**src/rtl/csr_bank_pkg.sv**
```systemverilog
package csr_bank_pkg;

  localparam int DATA_W    = 32;
  localparam int A_REV     = 0;
  localparam int A_CMD     = 1;
  localparam int A_LED     = 2;
  localparam int A_TEST    = 4;
  localparam int A_OUTDATA = 11;
  localparam int A_OUTEN   = 13;
  localparam int A_KEY     = 14;
  localparam int A_PLL     = 28;

  localparam int CMD_RESET    = 1;
  localparam int CMD_RECONFIG = 2;

  // register write enables from the control decode
  typedef struct packed {
    logic cmd;
    logic led;
    logic test;
    logic outData;
    logic outEn;
    logic clkSet;
    logic clkClr;
  } wrSel_t;

  // registered one-cycle strobes
  typedef struct packed {
    logic latchScalers;
    logic zeroScalers;
    logic fifoRdReq;
    logic armSync;
    logic syncGo;
    logic resetCmd;
    logic reconfigCmd;
    logic reboot;
  } pulse_t;

endpackage

```
**src/rtl/csr_ctrl.sv**
```systemverilog
module csr_ctrl
  import csr_bank_pkg::*;
#(
  parameter int                ADDR_W   = 5,
  parameter logic [DATA_W-1:0] REVISION = 32'h5B6D_E806
) (
  input  logic              clk,
  input  logic              rst,
  input  logic [ADDR_W-1:0] busAddr,
  input  logic              busWr,
  input  logic [DATA_W-1:0] busWdata,
  output wrSel_t            wrSel,
  output pulse_t            pulses
);

  localparam logic [ADDR_W-1:0] AdrRev  = ADDR_W'(A_REV);
  localparam logic [ADDR_W-1:0] AdrCmd  = ADDR_W'(A_CMD);
  localparam logic [ADDR_W-1:0] AdrLed  = ADDR_W'(A_LED);
  localparam logic [ADDR_W-1:0] AdrTest = ADDR_W'(A_TEST);
  localparam logic [ADDR_W-1:0] AdrOut  = ADDR_W'(A_OUTDATA);
  localparam logic [ADDR_W-1:0] AdrOe   = ADDR_W'(A_OUTEN);
  localparam logic [ADDR_W-1:0] AdrKey  = ADDR_W'(A_KEY);
  localparam logic [DATA_W-1:0] RebootKey = ~REVISION;

  logic   hitRev, hitCmd, hitKey;
  pulse_t pulseNext;

  always_comb begin
    hitRev = busWr && (busAddr == AdrRev);
    hitCmd = busWr && (busAddr == AdrCmd);
    hitKey = busWr && (busAddr == AdrKey);

    wrSel         = '0;
    wrSel.cmd     = hitCmd;
    wrSel.led     = busWr && (busAddr == AdrLed);
    wrSel.test    = busWr && (busAddr == AdrTest);
    wrSel.outData = busWr && (busAddr == AdrOut);
    wrSel.outEn   = busWr && (busAddr == AdrOe);
    wrSel.clkClr  = hitRev && busWdata[3];
    wrSel.clkSet  = hitRev && busWdata[4];

    pulseNext              = '0;
    pulseNext.latchScalers = hitRev && busWdata[0];
    pulseNext.zeroScalers  = hitRev && busWdata[1];
    pulseNext.fifoRdReq    = hitRev && busWdata[2];
    pulseNext.armSync      = hitRev && busWdata[5];
    pulseNext.syncGo       = hitRev && busWdata[6];
    pulseNext.resetCmd     = hitCmd && (busWdata == DATA_W'(CMD_RESET));
    pulseNext.reconfigCmd  = hitCmd && (busWdata == DATA_W'(CMD_RECONFIG));
    pulseNext.reboot       = hitKey && (busWdata == RebootKey);
  end

  always_ff @(posedge clk) begin
    if (rst) pulses <= '0;
    else     pulses <= pulseNext;
  end

  // a scaler latch strobe only follows a matching write to address 0
  p_latch_src_r2: assert property (@(posedge clk) disable iff (rst)
    pulses.latchScalers |-> $past(!rst && busWr && busAddr == AdrRev && busWdata[0]));

  // the sync strobe only follows a matching write to address 0
  p_sync_src_r2: assert property (@(posedge clk) disable iff (rst)
    pulses.syncGo |-> $past(!rst && busWr && busAddr == AdrRev && busWdata[6]));

  // the reset and reconfigure pulses are never high together
  p_cmd_excl_r4: assert property (@(posedge clk) disable iff (rst)
    !(pulses.resetCmd && pulses.reconfigCmd));

  // a reset pulse follows a command write of value 1
  p_cmd_reset_r4: assert property (@(posedge clk) disable iff (rst)
    pulses.resetCmd |-> $past(!rst && busWr && busAddr == AdrCmd && busWdata == 32'd1));

  // a reboot only follows the exact inverted revision key
  p_reboot_key_r5: assert property (@(posedge clk) disable iff (rst)
    pulses.reboot |-> $past(!rst && busWr && busAddr == AdrKey && busWdata == ~REVISION));

endmodule

```
**src/rtl/csr_data.sv**
```systemverilog
module csr_data
  import csr_bank_pkg::*;
#(
  parameter int                ADDR_W    = 5,
  parameter int                LED_SEL_W = 4,
  parameter logic [DATA_W-1:0] REVISION  = 32'h5B6D_E806,
  parameter logic [DATA_W-1:0] OE_MASK   = 32'hFF03_FFFF
) (
  input  logic                 clk,
  input  logic                 rst,
  input  wrSel_t               wrSel,
  input  logic [ADDR_W-1:0]    busAddr,
  input  logic                 busRd,
  input  logic [DATA_W-1:0]    busWdata,
  input  logic                 pllLocked,
  input  logic                 pllActiveExt,
  input  logic                 extClkBad,
  input  logic                 intClkBad,
  output logic [DATA_W-1:0]    busRdata,
  output logic                 extClkSel,
  output logic [LED_SEL_W-1:0] ledSel,
  output logic [DATA_W-1:0]    outData,
  output logic [DATA_W-1:0]    outEnable
);

  localparam int PllFlags = 5;
  localparam int PllPad   = DATA_W - PllFlags;
  localparam int LedPad   = DATA_W - LED_SEL_W;

  logic [DATA_W-1:0] cmdReg, testReg, readMux;

  always_ff @(posedge clk) begin
    if (rst) begin
      cmdReg    <= '0;
      testReg   <= '0;
      outData   <= '0;
      ledSel    <= '0;
      extClkSel <= 1'b0;
    end else begin
      if (wrSel.cmd)     cmdReg  <= busWdata;
      if (wrSel.test)    testReg <= busWdata;
      if (wrSel.outData) outData <= busWdata;
      if (wrSel.led)     ledSel  <= busWdata[LED_SEL_W-1:0];
      if (wrSel.clkSet)      extClkSel <= 1'b1;
      else if (wrSel.clkClr) extClkSel <= 1'b0;
    end
  end

  // enable bits exist only where the mask asks for them
  for (genvar i = 0; i < DATA_W; i++) begin : gOe
    if (OE_MASK[i]) begin : gKeep
      logic oeBit;
      always_ff @(posedge clk) begin
        if (rst)              oeBit <= 1'b0;
        else if (wrSel.outEn) oeBit <= busWdata[i];
      end
      assign outEnable[i] = oeBit;
    end else begin : gTie
      assign outEnable[i] = 1'b0;
    end
  end

  always_comb begin
    unique case (int'(busAddr))
      A_REV:     readMux = REVISION;
      A_CMD:     readMux = cmdReg;
      A_LED:     readMux = {{LedPad{1'b0}}, ledSel};
      A_TEST:    readMux = testReg;
      A_OUTDATA: readMux = outData;
      A_OUTEN:   readMux = outEnable;
      A_PLL:     readMux = {pllLocked, pllActiveExt, extClkBad, intClkBad,
                            extClkSel, {PllPad{1'b0}}};
      default:   readMux = '0;
    endcase
  end

  always_ff @(posedge clk) begin
    if (rst)        busRdata <= '0;
    else if (busRd) busRdata <= readMux;
  end

  // reading address 0 always yields the revision
  p_rev_read_r1: assert property (@(posedge clk) disable iff (rst)
    $past(!rst && busRd && busAddr == ADDR_W'(A_REV)) |-> busRdata == REVISION);

  // set takes effect, and wins over clear
  p_clk_set_r3: assert property (@(posedge clk) disable iff (rst)
    $past(!rst && wrSel.clkSet) |-> extClkSel);

  // the flag holds when neither control bit is written
  p_clk_hold_r3: assert property (@(posedge clk) disable iff (rst)
    $past(!rst && !wrSel.clkSet && !wrSel.clkClr) |-> $stable(extClkSel));

  // masked-off enable bits never rise
  p_oe_mask_r7: assert property (@(posedge clk) disable iff (rst)
    (outEnable & ~OE_MASK) == '0);

  // an unmapped read yields zero
  p_unmapped_zero_r10: assert property (@(posedge clk) disable iff (rst)
    $past(!rst && busRd && !(busAddr inside {ADDR_W'(A_REV), ADDR_W'(A_CMD),
      ADDR_W'(A_LED), ADDR_W'(A_TEST), ADDR_W'(A_OUTDATA), ADDR_W'(A_OUTEN),
      ADDR_W'(A_PLL)})) |-> busRdata == '0);

  // read data holds between reads
  p_rdata_hold_r12: assert property (@(posedge clk) disable iff (rst)
    $past(!rst && !busRd) |-> $stable(busRdata));

endmodule

```
**src/rtl/csr_bank.sv**
```systemverilog
module csr_bank
  import csr_bank_pkg::*;
#(
  parameter int          ADDR_W    = 5,
  parameter int          LED_SEL_W = 4,
  parameter logic [31:0] REVISION  = 32'h5B6D_E806,
  parameter logic [31:0] OE_MASK   = 32'hFF03_FFFF
) (
  input  logic                 clk,
  input  logic                 rst,
  input  logic [ADDR_W-1:0]    busAddr,
  input  logic                 busWr,
  input  logic                 busRd,
  input  logic [31:0]          busWdata,
  output logic [31:0]          busRdata,
  input  logic                 pllLocked,
  input  logic                 pllActiveExt,
  input  logic                 extClkBad,
  input  logic                 intClkBad,
  output logic                 latchScalers,
  output logic                 zeroScalers,
  output logic                 fifoRdReq,
  output logic                 armSync,
  output logic                 syncGo,
  output logic                 resetCmd,
  output logic                 reconfigCmd,
  output logic                 rebootReq,
  output logic                 extClkSel,
  output logic [LED_SEL_W-1:0] ledSel,
  output logic [31:0]          outData,
  output logic [31:0]          outEnable
);

  wrSel_t wrSel;
  pulse_t pulses;

  csr_ctrl #(.ADDR_W(ADDR_W), .REVISION(REVISION)) ctrl (
    .clk      (clk),
    .rst      (rst),
    .busAddr  (busAddr),
    .busWr    (busWr),
    .busWdata (busWdata),
    .wrSel    (wrSel),
    .pulses   (pulses)
  );

  csr_data #(
    .ADDR_W(ADDR_W), .LED_SEL_W(LED_SEL_W),
    .REVISION(REVISION), .OE_MASK(OE_MASK)
  ) data (
    .clk          (clk),
    .rst          (rst),
    .wrSel        (wrSel),
    .busAddr      (busAddr),
    .busRd        (busRd),
    .busWdata     (busWdata),
    .pllLocked    (pllLocked),
    .pllActiveExt (pllActiveExt),
    .extClkBad    (extClkBad),
    .intClkBad    (intClkBad),
    .busRdata     (busRdata),
    .extClkSel    (extClkSel),
    .ledSel       (ledSel),
    .outData      (outData),
    .outEnable    (outEnable)
  );

  assign latchScalers = pulses.latchScalers;
  assign zeroScalers  = pulses.zeroScalers;
  assign fifoRdReq    = pulses.fifoRdReq;
  assign armSync      = pulses.armSync;
  assign syncGo       = pulses.syncGo;
  assign resetCmd     = pulses.resetCmd;
  assign reconfigCmd  = pulses.reconfigCmd;
  assign rebootReq    = pulses.reboot;

endmodule

```
**config.mk**
```make
export PLATFORM = sky130hd
export DESIGN_NAME = csr_bank
export DESIGN_NICKNAME = d
export VERILOG_FILES = /design/src/rtl/csr_bank_pkg.sv /design/src/rtl/csr_ctrl.sv /design/src/rtl/csr_data.sv /design/src/rtl/csr_bank.sv
export SDC_FILE = /design/constraint.sdc
export NUM_CORES = 1
export LEC_CHECK = 0
export BUFFER_PORTS_ARGS = -buffer_cell sky130_fd_sc_hd__buf_2
export CAP_MARGIN = 5
export CORE_UTILIZATION = 37
export DETAILED_ROUTE_END_ITERATION = 6
export PLACE_DENSITY_LB_ADDON = 0.3
export SETUP_SLACK_MARGIN = 0.4
export SLEW_MARGIN = 40
export SYNTH_ARGS = -nofsm -noshare
export SYNTH_HDL_FRONTEND = slang
export SYNTH_HIERARCHICAL = 1
export SYNTH_SLANG_ARGS = --single-unit
```
**constraint.sdc**
```tcl
create_clock -name clk -period 2.4 [get_ports clk]
set_input_delay 0.24 -clock clk [delete_from_list [all_inputs] [get_ports clk]]
set_output_delay 0.24 -clock clk [all_outputs]
set_load 0.005 [all_outputs]
```
-- Word level (Yosys, flattened, before mapping)
Index checks and enable logic that the tools add are counted.
- bits in registers: 167
- reductions and logical operators: 19
- equality and inequality tests: 10
- muxes and demuxes: 3
- operator list (kind ; number):
    32-bit case mux with 7 select lines ; 1
    32-bit by 1-bit equality test with 1-bit output, second input constant ; 1
    32-bit by 2-bit equality test with 1-bit output, second input constant ; 1
    32-bit equality test, second input constant ; 1
    1-bit logical AND ; 17
    5-bit by 4-bit equality test with 1-bit output, second input constant ; 3
    5-bit by 1-bit equality test with 1-bit output, second input constant ; 1
    5-bit by 2-bit equality test with 1-bit output, second input constant ; 1
    5-bit by 3-bit equality test with 1-bit output, second input constant ; 1
    5-bit equality test, second input constant ; 1
    5-bit logical NOT ; 1
    1-bit 2-to-1 mux ; 2
    2-bit nonzero test ; 1

-- Logic depth before layout (Yosys ltp)
Gate-level depths: netlist (run 1).
- depth after elaboration: 5
- mapped depth: 7

-- Modules after synthesis
The synthesis (run 1) kept the hierarchy.
- modules (own cells, without submodules) (module ; area an instance (um^2) ; cells an instance ; times used ; sequential area each (um^2)):
    csr_data ; 6735.2 ; 691 ; 1 ; 3183.1
    csr_ctrl ; 446.7 ; 54 ; 1 ; 160.2

-- Worst setup path after synthesis (run 1)
OpenSTA, ideal clock, no wires.
- path type: input -> register
- from: input busAddr[4]
- to: register data.cmdReg[10]
- stages: 7
- arrival: 1909 ps
- library setup time: 128 ps
- data required time: 2272 ps
- path buffers: 3
- path slack: 363 ps
- cell sequence: or4b_4 > nor2_1 > buf_4 > clkbuf_1 > buf_1 > mux2i_1 > nor2_1
- cells in the longest elaborated chain, start to end: 2
- ends and longest elaborated chain (element ; RTL line ; source):
    from (decl) ; csr_bank.sv:11 ; input logic [ADDR_W-1:0] busAddr,
    5-bit by 1-bit equality test with 1-bit output ; csr_ctrl.sv:30 ; hitCmd = busWr && (busAddr == AdrCmd);
    1-bit logical AND ; csr_ctrl.sv:30 ;
    net ctrl.hitCmd ; csr_ctrl.sv:25 ; logic hitRev, hitCmd, hitKey;
    to (signal assigned) ; csr_data.sv:40 ; if (wrSel.cmd) cmdReg <= busWdata;
    to (decl) ; csr_data.sv:30 ; logic [DATA_W-1:0] cmdReg, testReg, readMux;
The timed path passes the listed nets, and every way through them passes these cells.
A chain may end at the register's enable or synchronous reset.

-- Final worst setup path (run 1)
- from: input busAddr[1]
- to: register data.busRdata[29]
- cells in the longest elaborated chain, start to end: 2
- elaborated cells on any way between the ends: 8
- classes of those cells: 6 x eq/ne; 1 x mux; 1 x reduce/logical
- ends and longest elaborated chain (element ; RTL line ; source):
    5-bit equality test, or another cell as far along ; csr_data.sv:64 ; unique case (int'(busAddr))
    32-bit case mux with 7 select lines (*) ; csr_data.sv:64 ;
    to (signal assigned) ; csr_data.sv:79 ; else if (busRd) busRdata <= readMux;
    to (decl) ; csr_data.sv:19 ; output logic [DATA_W-1:0] busRdata,
Mark *: on every way between the ends. The rest lies on a longest branch, timed or not.

==> results.json, run 1 <==
{
  "outcome": "finished clean",
  "cts_sinks": 167,
  "finalCriticalPeriod_ns": 1.52,
  "cts_tree": "built",
  "clk_latency_ns": 0.43,
  "grt_pass1_vias": 5602,
  "setup_ws_ns": 0.884,
  "hold_viol_final": 0,
  "grt_pass1_wl_mm": 32.3,
  "ys_warn_count": 6,
  "drive_above_1_share_pct": 25.2,
  "ios": 154,
  "power_density_nw_per_um2": 713,
  "async_flop_share_pct": 0,
  "critical_path_class": "in2reg",
  "cts-buffers-inserted": 17,
  "core_area_um2": 18900,
  "num_vias": 5939,
  "synthTopCellsByCount": "dfxtp_1 (167), nor2_1 (136), mux2i_1 (126)",
  "cts_hold_buffers": 0,
  "gp_congestion": 0.795,
  "overflow": 0,
  "critPathMaxFanout": 20,
  "drt-wirelength-per-cell_um": 18.7,
  "met1_usage_pct": 28.6,
  "ys_seq_elements": 167,
  "grt_usage_pct": 21.4,
  "r2r-end": "data/busRdata[17]",
  "crit_required_ns": 2.73,
  "yosys.area.top_type": "dfxtp_1",
  "die_w_um": 141,
  "fmax_ghz": 0.660,
  "setup_tns_ns": 0,
  "cts_max_path_buffers": 2,
  "final-setup-viol-count": 0,
  "worstSetupEndpoint": "data/busRdata[29]",
  "synth.distinct_cells": 46,
  "h-tree-depth": 4,
  "startpoint": "busAddr[1]",
  "cts_resized": 0,
  "ys.flop_type": "dfxtp_1",
  "drt-vias-per-instance": 5.26,
  "clk_pin_slew_ns": 0.07,
  "netlist_instances": 745,
  "crit_arrival_ns": 1.84,
  "syn-cell-area_um2": 7180,
  "gr-usage-met3_pct": 4.83,
  "cp-start-kind": "input pin",
  "p_leak_nw": 3.48,
  "slew_headroom_pct": 60.1,
  "finalWirelength_mm": 21.1,
  "synth_edf_count": 0,
  "r2r_cells": 3,
  "detail-route-antenna-nets": 0,
  "worstMarginPinSlew_ns": 0.595,
  "maxSlewViolCount": 0,
  "area_growth_pct": 21.3,
  "min_path_type": "in2reg",
  "post_cts_buffers": 0,
  "dr.pass1.iters": 6,
  "reg2reg_slack_ns": 1.08,
  "hpwl_mm": 14.4,
  "yosysMostFrequentCell": "dfxtp_1",
  "min_period_over_period_pct": 63.2,
  "num_rows": 50,
  "skew_ns": 0.00921,
  "place_ws_ns": 0.403,
  "cts-root-buf": "clkbuf_16",
  "use_met2_pct": 34.6,
  "drc": 0,
  "drt_iter0_drc": 448,
  "power_mw": 6.21,
  "floorplan.die_area_um2": 20000,
  "final_nets": 902,
  "die_y_um": 141,
  "nFillCells": 1889,
  "start_util_pct": 38.0,
  "seq_area_frac_synth_pct": 46.6,
  "end_kind": "register",
  "rsz0062_at_grt": "no",
  "diodes": 0,
  "grt_max_degree": 58,
  "io_buffers": 147,
  "synth.top_cell.area_share_pct": 46.6,
  "vdd_drop_max_mv": 0.458,
  "synthTopCellsByArea": "dfxtp_1 (47%), mux2i_1 (18%), nor2_1 (7.1%), buf_4 (3.4%), a222oi_1 (2.6%)",
  "reg2reg_from": "data/gOe[17].gKeep.oeBit",
  "maxCapViolCount": 0,
  "avgSynthCellArea_um2": 9.64,
  "grt-busiest-layer": "met2",
  "antenna_found_initial": 0
}
==> where the power goes <==
part           internal (mW)  leakage [nW]  switching (mW)
logic                  0.101          1.82           0.230
registers               2.79          1.35          0.0111
clock network           1.95         0.321            1.13
==> metrics by stage <==
stage	util [%]	instance area [um^2]	hold slack [ns]	cells
5_1_grt	46.1	8710	0.109	1129
2_1_floorplan	-	7200	0.362	750
3_5_place_dp	42.6	8050	0.464	1098
4_1_cts	46.1	8710	0.0943	1129
6_report	46.1	8710	0.104	1129
3_3_place_gp	42.6	8050	0.460	1098
==> worst max-delay path: stages <==
cell      delay [ns]
buf_2           0.22
nor4_2          0.34
and2_1          0.43
buf_4           0.24
a222oi_1        0.10
a221oi_1        0.27
==> worst min path at each step <==
| stage | slack, ns | cells after the start | end | from |
|---|---|---|---|---|
| 2_1_floorplan | 0.36 | 1 | ctrl/pulses[3] | busWdata[6] |
| 3_3_place_gp | 0.46 | 1 | data/busRdata[22] | data/busRdata[22] |
| 3_5_place_dp | 0.46 | 2 | data/busRdata[20] | data/busRdata[20] |
| 4_1_cts | 0.09 | 3 | data/cmdReg[22] | busWdata[22] |
| 5_1_grt | 0.11 | 3 | data/cmdReg[22] | busWdata[22] |
| 6_report | 0.10 | 3 | data/testReg[22] | busWdata[22] |
==> registers in the layout, indices dropped and copies added, names as in the netlist <==
register,cells
data/busRdata,32
data/cmdReg,32
data/extClkSel,1
data/ledSel,4
ctrl/pulses,8
data/testReg,32
data/outData,32
data/gOe.gKeep.oeBit,26
==> per-layer routing <==
layer | part of all wire, % | wire length, um | vias to the layer above
met4 | 0.92 | 193 | 0
met1 | 48 | 10000 | 2888
li1 | - | - | 2868
met3 | 4.7 | 985 | 17
met5 | 0 | 0 | -
met2 | 47 | 9880 | 166
==> area by class of cell <==
cell class / count / area [um^2] / area share [%]
clock inverter: 12 / 225 / 2.58
tap: 260 / 325 / 3.73
sequential: 167 / 3340 / 38.4
clock buffer: 19 / 433 / 4.97
inverter: 8 / 30.0 / 0.345
timing repair buffer: 180 / 998 / 11.5
multi-input combinational: 483 / 3360 / 38.5
==> placed cells by master, fill, tap and decap left out, drive strengths merged, types with 13 or more instances in the layout <==
master  instances
nand2b         13
nand2          15
nand3          29
mux2i         126
a222oi         19
and3           18
clkbuf         19
a221oi         13
buf           180
a22o           18
dfxtp         167
nor2          136
==> cells by family after synthesis <==
family / after synthesis / synth area share, %
other cells: 1 / 0.0522
simple gates: 269 / 18.4
mux: 126 / 17.6
buf+inv: 100 / 7.42
compound gates: 82 / 10.0
flops: 167 / 46.6
No activity file was read; power rests on OpenSTA's default activity.
==> inputs of run 2 (changes only) <==
Settings changed: ABC_AREA from default to 1.
Clock period 2.4 ns to 1.3 ns, I/O delays scaled along.
==> results.json, run 2 <==
{
  "outcome": "finished clean",
  "cts-root-buf": "clkbuf_16",
  "synthTopCellsByCount": "nand2_1 (366), dfxtp_1 (167), a21oi_1 (148)",
  "netlist_instances": 1074,
  "drc": 0,
  "end_kind": "register",
  "dr.pass1.iters": 5,
  "synth.top_cell.area_share_pct": 44.8,
  "place_ws_ns": -0.255,
  "avgSynthCellArea_um2": 6.95,
  "area_growth_pct": 72.8,
  "final_nets": 1404,
  "detail-route-antenna-nets": 0,
  "skew_ns": 0.00905,
  "finalWirelength_mm": 32.3,
  "final_cell_mix": "nand2_1 (275), buf_6 (113), buf_4 (92), dfxtp_2 (92), buf_2 (88)",
  "gr-usage-met3_pct": 5.00,
  "synth_edf_count": 0,
  "p_leak_nw": 5.33,
  "h-tree-depth": 4,
  "min_path_type": "in2reg",
  "finalCriticalPeriod_ns": 1.12,
  "use_met2_pct": 43.3,
  "crit_arrival_ns": 1.45,
  "cts_sinks": 167,
  "final_core_util_pct": 65.6,
  "fmax_ghz": 0.892,
  "cts-buffers-inserted": 17,
  "antenna_found_initial": 0,
  "final_common_cell": "nand2_1",
  "critical_path_class": "in2reg",
  "cp_slowest_cell": "a21oi_1",
  "drt-vias-per-instance": 5.49,
  "vdd_drop_max_mv": 0.859,
  "yosysMostFrequentCell": "nand2_1",
  "clk_pin_slew_ns": 0.07,
  "holdWs_ns": 0.0131,
  "crit_required_ns": 1.63,
  "num_vias": 8968,
  "final-setup-viol-count": 0,
  "synthTopCellsByArea": "dfxtp_1 (45%), nand2_1 (18%), a21oi_1 (9.9%), nand3_1 (5.2%), buf_4 (3.9%)",
  "cts_max_path_buffers": 2,
  "grt_pass1_wl_mm": 42.6,
  "yosys.area.top_type": "dfxtp_1",
  "cpPeakStageDelay_ns": 0.24,
  "grt-busiest-layer": "met2",
  "ios": 154,
  "critPathMaxFanout": 6,
  "overflow": 0,
  "diodes": 0,
  "io_buffers": 147,
  "die_y_um": 144,
  "drive_above_1_share_pct": 54.9,
  "power_density_nw_per_um2": 884,
  "setup_ws_ns": 0.179,
  "start_util_pct": 38.0,
  "maxCapViolCount": 0,
  "seq_area_frac_synth_pct": 44.8,
  "drt_iter0_drc": 929,
  "cts_tree": "built",
  "clk_latency_ns": 0.43,
  "maxSlewViolCount": 0,
  "core_area_um2": 19700,
  "cp-start-kind": "input pin",
  "synth.distinct_cells": 24,
  "hpwl_mm": 17.4,
  "power_mw": 11.4,
  "syn-cell-area_um2": 7470,
  "ys_seq_elements": 167,
  "min_period_over_period_pct": 86.3,
  "hold_viol_final": 0,
  "drt-wirelength-per-cell_um": 19.7,
  "gp_congestion": 0.801,
  "setup_tns_ns": 0,
  "path_cells": "buf_12 > nor2_4 > nand2_2 > nor2_4 > buf_6 > clkbuf_16 > nand2_1 > nand2_1 > o21ai_2 > a21oi_1",
  "grt_usage_pct": 27.2,
  "async_flop_share_pct": 0,
  "met1_usage_pct": 36.7,
  "grt_max_degree": 64,
  "floorplan.die_area_um2": 20800,
  "die_w_um": 144,
  "grt_pass1_vias": 7830,
  "rsz0062_at_grt": "yes",
  "num_rows": 51,
  "ys_warn_count": 6,
  "ys.flop_type": "dfxtp_1"
}
==> run 2: critical path: cells and delay by family <==
family                 cells  cell delay, ns
AO/OA/AOI/OAI              2            0.30
buffers and inverters      3            0.40
AND/OR/NAND/NOR            5            0.63
==> run 2: where the power goes <==
part	internal, mW	switching, mW	leakage [nW]
combinational	0.479	0.777	3.66
sequential	5.15	0.0253	1.40
clock	2.89	2.08	0.271
==> run 2: final timing paths <==
check | startpoint | to | slack (ns) | cells after the start
max | busAddr[4] | data/busRdata[24] | 0.18 | 10
min | rst | ctrl/pulses[4] | 0.01 | 4
max reg2reg | data/outData[24] | data/busRdata[24] | 0.29 | 5
min reg2reg | data/testReg[16] | data/testReg[16] | 0.46 | 2
==> run 2: timing repair <==
| item | 4_1_cts | 5_1_grt |
|---|---|---|
| gates cloned | 6 | 12 |
| setup buffers | 65 | 39 |
| setup endpoints to repair | 254 | 260 |
| hold buffers | 26 | 0 |
| gates resized for setup | 216 | 358 |
| hold endpoints to repair | 32 | 0 |
| pin swaps | 61 | 155 |
==> run 2: kinds of logic after synthesis <==
logic type,after synthesis,synth area share (%)
and+or+nand+nor,557,31.5
AOI/OAI and AO/OA,193,13.5
DFF,167,44.8
buffers and inverters,156,10.2
other,1,0.0502
==> run 2: final cells by class <==
| cell class | instances | area (um^2) |
|---|---|---|
| fillers | 1497 | 6750 |
| multi-input cells | 756 | 4610 |
| repair buffers | 362 | 3590 |
| flip-flops and latches | 167 | 3470 |
| clock buffers | 21 | 460 |
| well taps | 265 | 332 |
| inverters | 53 | 315 |
| clock inverters | 9 | 103 |
| repair inverters | 2 | 22.5 |
==> run 2: metal layers <==
layer  vias up  share of wire [%]
met5         -                  0
met4         0                5.0
met3       138                9.4
met2       533                 46
met1      4251                 39
li1       4046                  -
==> run 2: stage by stage <==
| step | instance area [um^2] | instances |
|---|---|---|
| global route | 12900 | 1635 |
| global placement | 8850 | 1457 |
| finish | 12900 | 1635 |
| detailed placement | 8850 | 1457 |
| CTS | 10900 | 1584 |
| floorplan | 7880 | 1079 |
==> inputs of run 3 (changes only) <==
Settings changed: ABC_AREA 1 to default.
==> results.json, run 3 (synthesized netlist as in run 1, its figures left out) <==
{
  "outcome": "finished, violations left",
  "violations": "negative setup slack",
  "final_nets": 1063,
  "holdWs_ns": 0.0102,
  "skew_ns": 0.00890,
  "vdd_drop_max_mv": 0.883,
  "finalCriticalPeriod_ns": 1.31,
  "final-setup-viol-count": 1,
  "reg2reg_from": "data/cmdReg[17]",
  "r2r_cells": 3,
  "critical_path_class": "reg2reg",
  "final_area_um2": 11300,
  "holdCritStartpoint": "busWdata[22]",
  "core_area_um2": 18900,
  "diodes": 0,
  "finalWirelength_mm": 25.8,
  "worstHoldPathCells": 3,
  "min_period_over_period_pct": 100,
  "die_w_um": 141,
  "dr.pass1.iters": 7,
  "cts-root-buf": "clkbuf_16",
  "gp_congestion": 0.792,
  "cts_max_path_buffers": 2,
  "crit_arrival_ns": 1.63,
  "grt_usage_pct": 24.5,
  "fmax_ghz": 0.765,
  "start_util_pct": 38.0,
  "hold_viol_final": 0,
  "power_density_nw_per_um2": 967,
  "reg2reg_slack_ns": -0.006,
  "clk_latency_ns": 0.44,
  "setup_ws_ns": -0.00642,
  "cts_sinks": 167,
  "num_rows": 50,
  "final_core_util_pct": 59.8,
  "pwr-share-clk_pct": 43.0,
  "area_growth_pct": 57.4,
  "cts-buffers-inserted": 17,
  "maxCapViolCount": 0,
  "overflow": 0,
  "num_vias": 6841,
  "die_y_um": 141,
  "p_leak_nw": 4.65,
  "layout.cells.non_filler": 1291,
  "whs_endpoint": "data/outData[22]",
  "p_int_mw": 8.15,
  "p_switching_mw": 2.78,
  "final_common_cell": "nor2_1",
  "maxSlewViolCount": 0,
  "power_frac_comb_pct": 9.8,
  "h-tree-depth": 4,
  "placed_area_um2": 8840,
  "drive_above_1_share_pct": 51.8,
  "dpl.cell_count": 1172,
  "min_path_type": "in2reg",
  "seqPwrFrac_pct": 47.2,
  "final_cell_mix": "nor2_1 (133), mux2i_1 (123), buf_4 (118)",
  "drc": 0,
  "antenna_found_initial": 0,
  "drt_iter0_drc": 555,
  "switching_share_pct": 25.4,
  "floorplan.die_area_um2": 20000,
  "detail-route-antenna-nets": 0,
  "hpwl_mm": 16.0,
  "r2r-end": "data/busRdata[17]",
  "ios": 154,
  "grt_max_degree": 56,
  "clk_pin_slew_ns": 0.07,
  "drt-vias-per-instance": 5.30,
  "crit_required_ns": 1.62,
  "rsz0062_at_grt": "yes",
  "end_kind": "register",
  "cts_tree": "built",
  "grt_pass1_wl_mm": 36.9,
  "critPathMaxFanout": 2,
  "grt_pass1_vias": 6504,
  "drt-wirelength-per-cell_um": 20.0,
  "cp-start-kind": "register",
  "io_buffers": 147
}
run 3: final cells by class:
| type | instances | area, um^2 |
|---|---|---|
| Clock buffer | 20 | 447 |
| Clock inverter | 12 | 93.8 |
| Fill cell | 1553 | 7590 |
| Inverter | 8 | 30.0 |
| Multi-Input combinational cell | 483 | 3720 |
| Sequential cell | 167 | 3480 |
| Tap cell | 260 | 325 |
| Timing Repair Buffer | 341 | 3200 |
run 3: critical path, cell delays in order, from the launching register on:
cell,delay [ns]
dfxtp_2,0.32
and3_4,0.14
or4_1,0.53
a22o_1,0.21
run 3: metal layers:
| metal | routed length [um] | global-route usage (%) |
|---|---|---|
| met5 | 0 | 0 |
| met3 | 1500 | 5.23 |
| met1 | 11000 | 31.4 |
| met4 | 905 | 8.92 |
| met2 | 12500 | 40.6 |
run 3: worst max path at each step:
stage	start	to	slack, ns	depth (start not counted)
after CTS	data/outData[4]	data/busRdata[4]	0.05	3
after detailed placement	busAddr[1]	data/busRdata[13]	-0.46	8
final	data/cmdReg[17]	data/busRdata[17]	-0.006	3
after global placement	busAddr[1]	data/busRdata[13]	-0.47	8
after global routing	data/cmdReg[17]	data/busRdata[17]	-0.02	3
after floorplan	busAddr[4]	data/cmdReg[10]	-0.20	7
run 3: power by group through the flow:
stage                     Combinational (mW)  Sequential (mW)  Clock, mW
final                                   1.07             5.16       4.70
after global routing                    1.12             5.16       4.98
after CTS                              0.933             5.16       4.76
after detailed placement               0.794             5.28          0
after global placement                 0.792             5.28          0
after floorplan                        0.342             5.28          0
run 3: timing repair:
| item | in CTS | in global routing |
|---|---|---|
| cloned | 7 | 5 |
| hold buffers | 1 | 0 |
| pin swaps | 28 | 35 |
| buffers inserted | 52 | 22 |
| endpoints found under the hold margin | 3 | 0 |
| setup endpoints to repair | 270 | 270 |
| gates resized for setup | 167 | 128 |
run 3: metrics by stage:
step	setup WS (ns)	TNS [ns]	power, mW
CTS	0.0452	0	10.9
global placement	-0.470	-48.26	6.07
detailed placement	-0.460	-50.07	6.08
finish	-0.00642	-0.00642	10.9
global route	-0.0152	-0.0246	11.3
floorplan	-0.197	-8.87	5.62
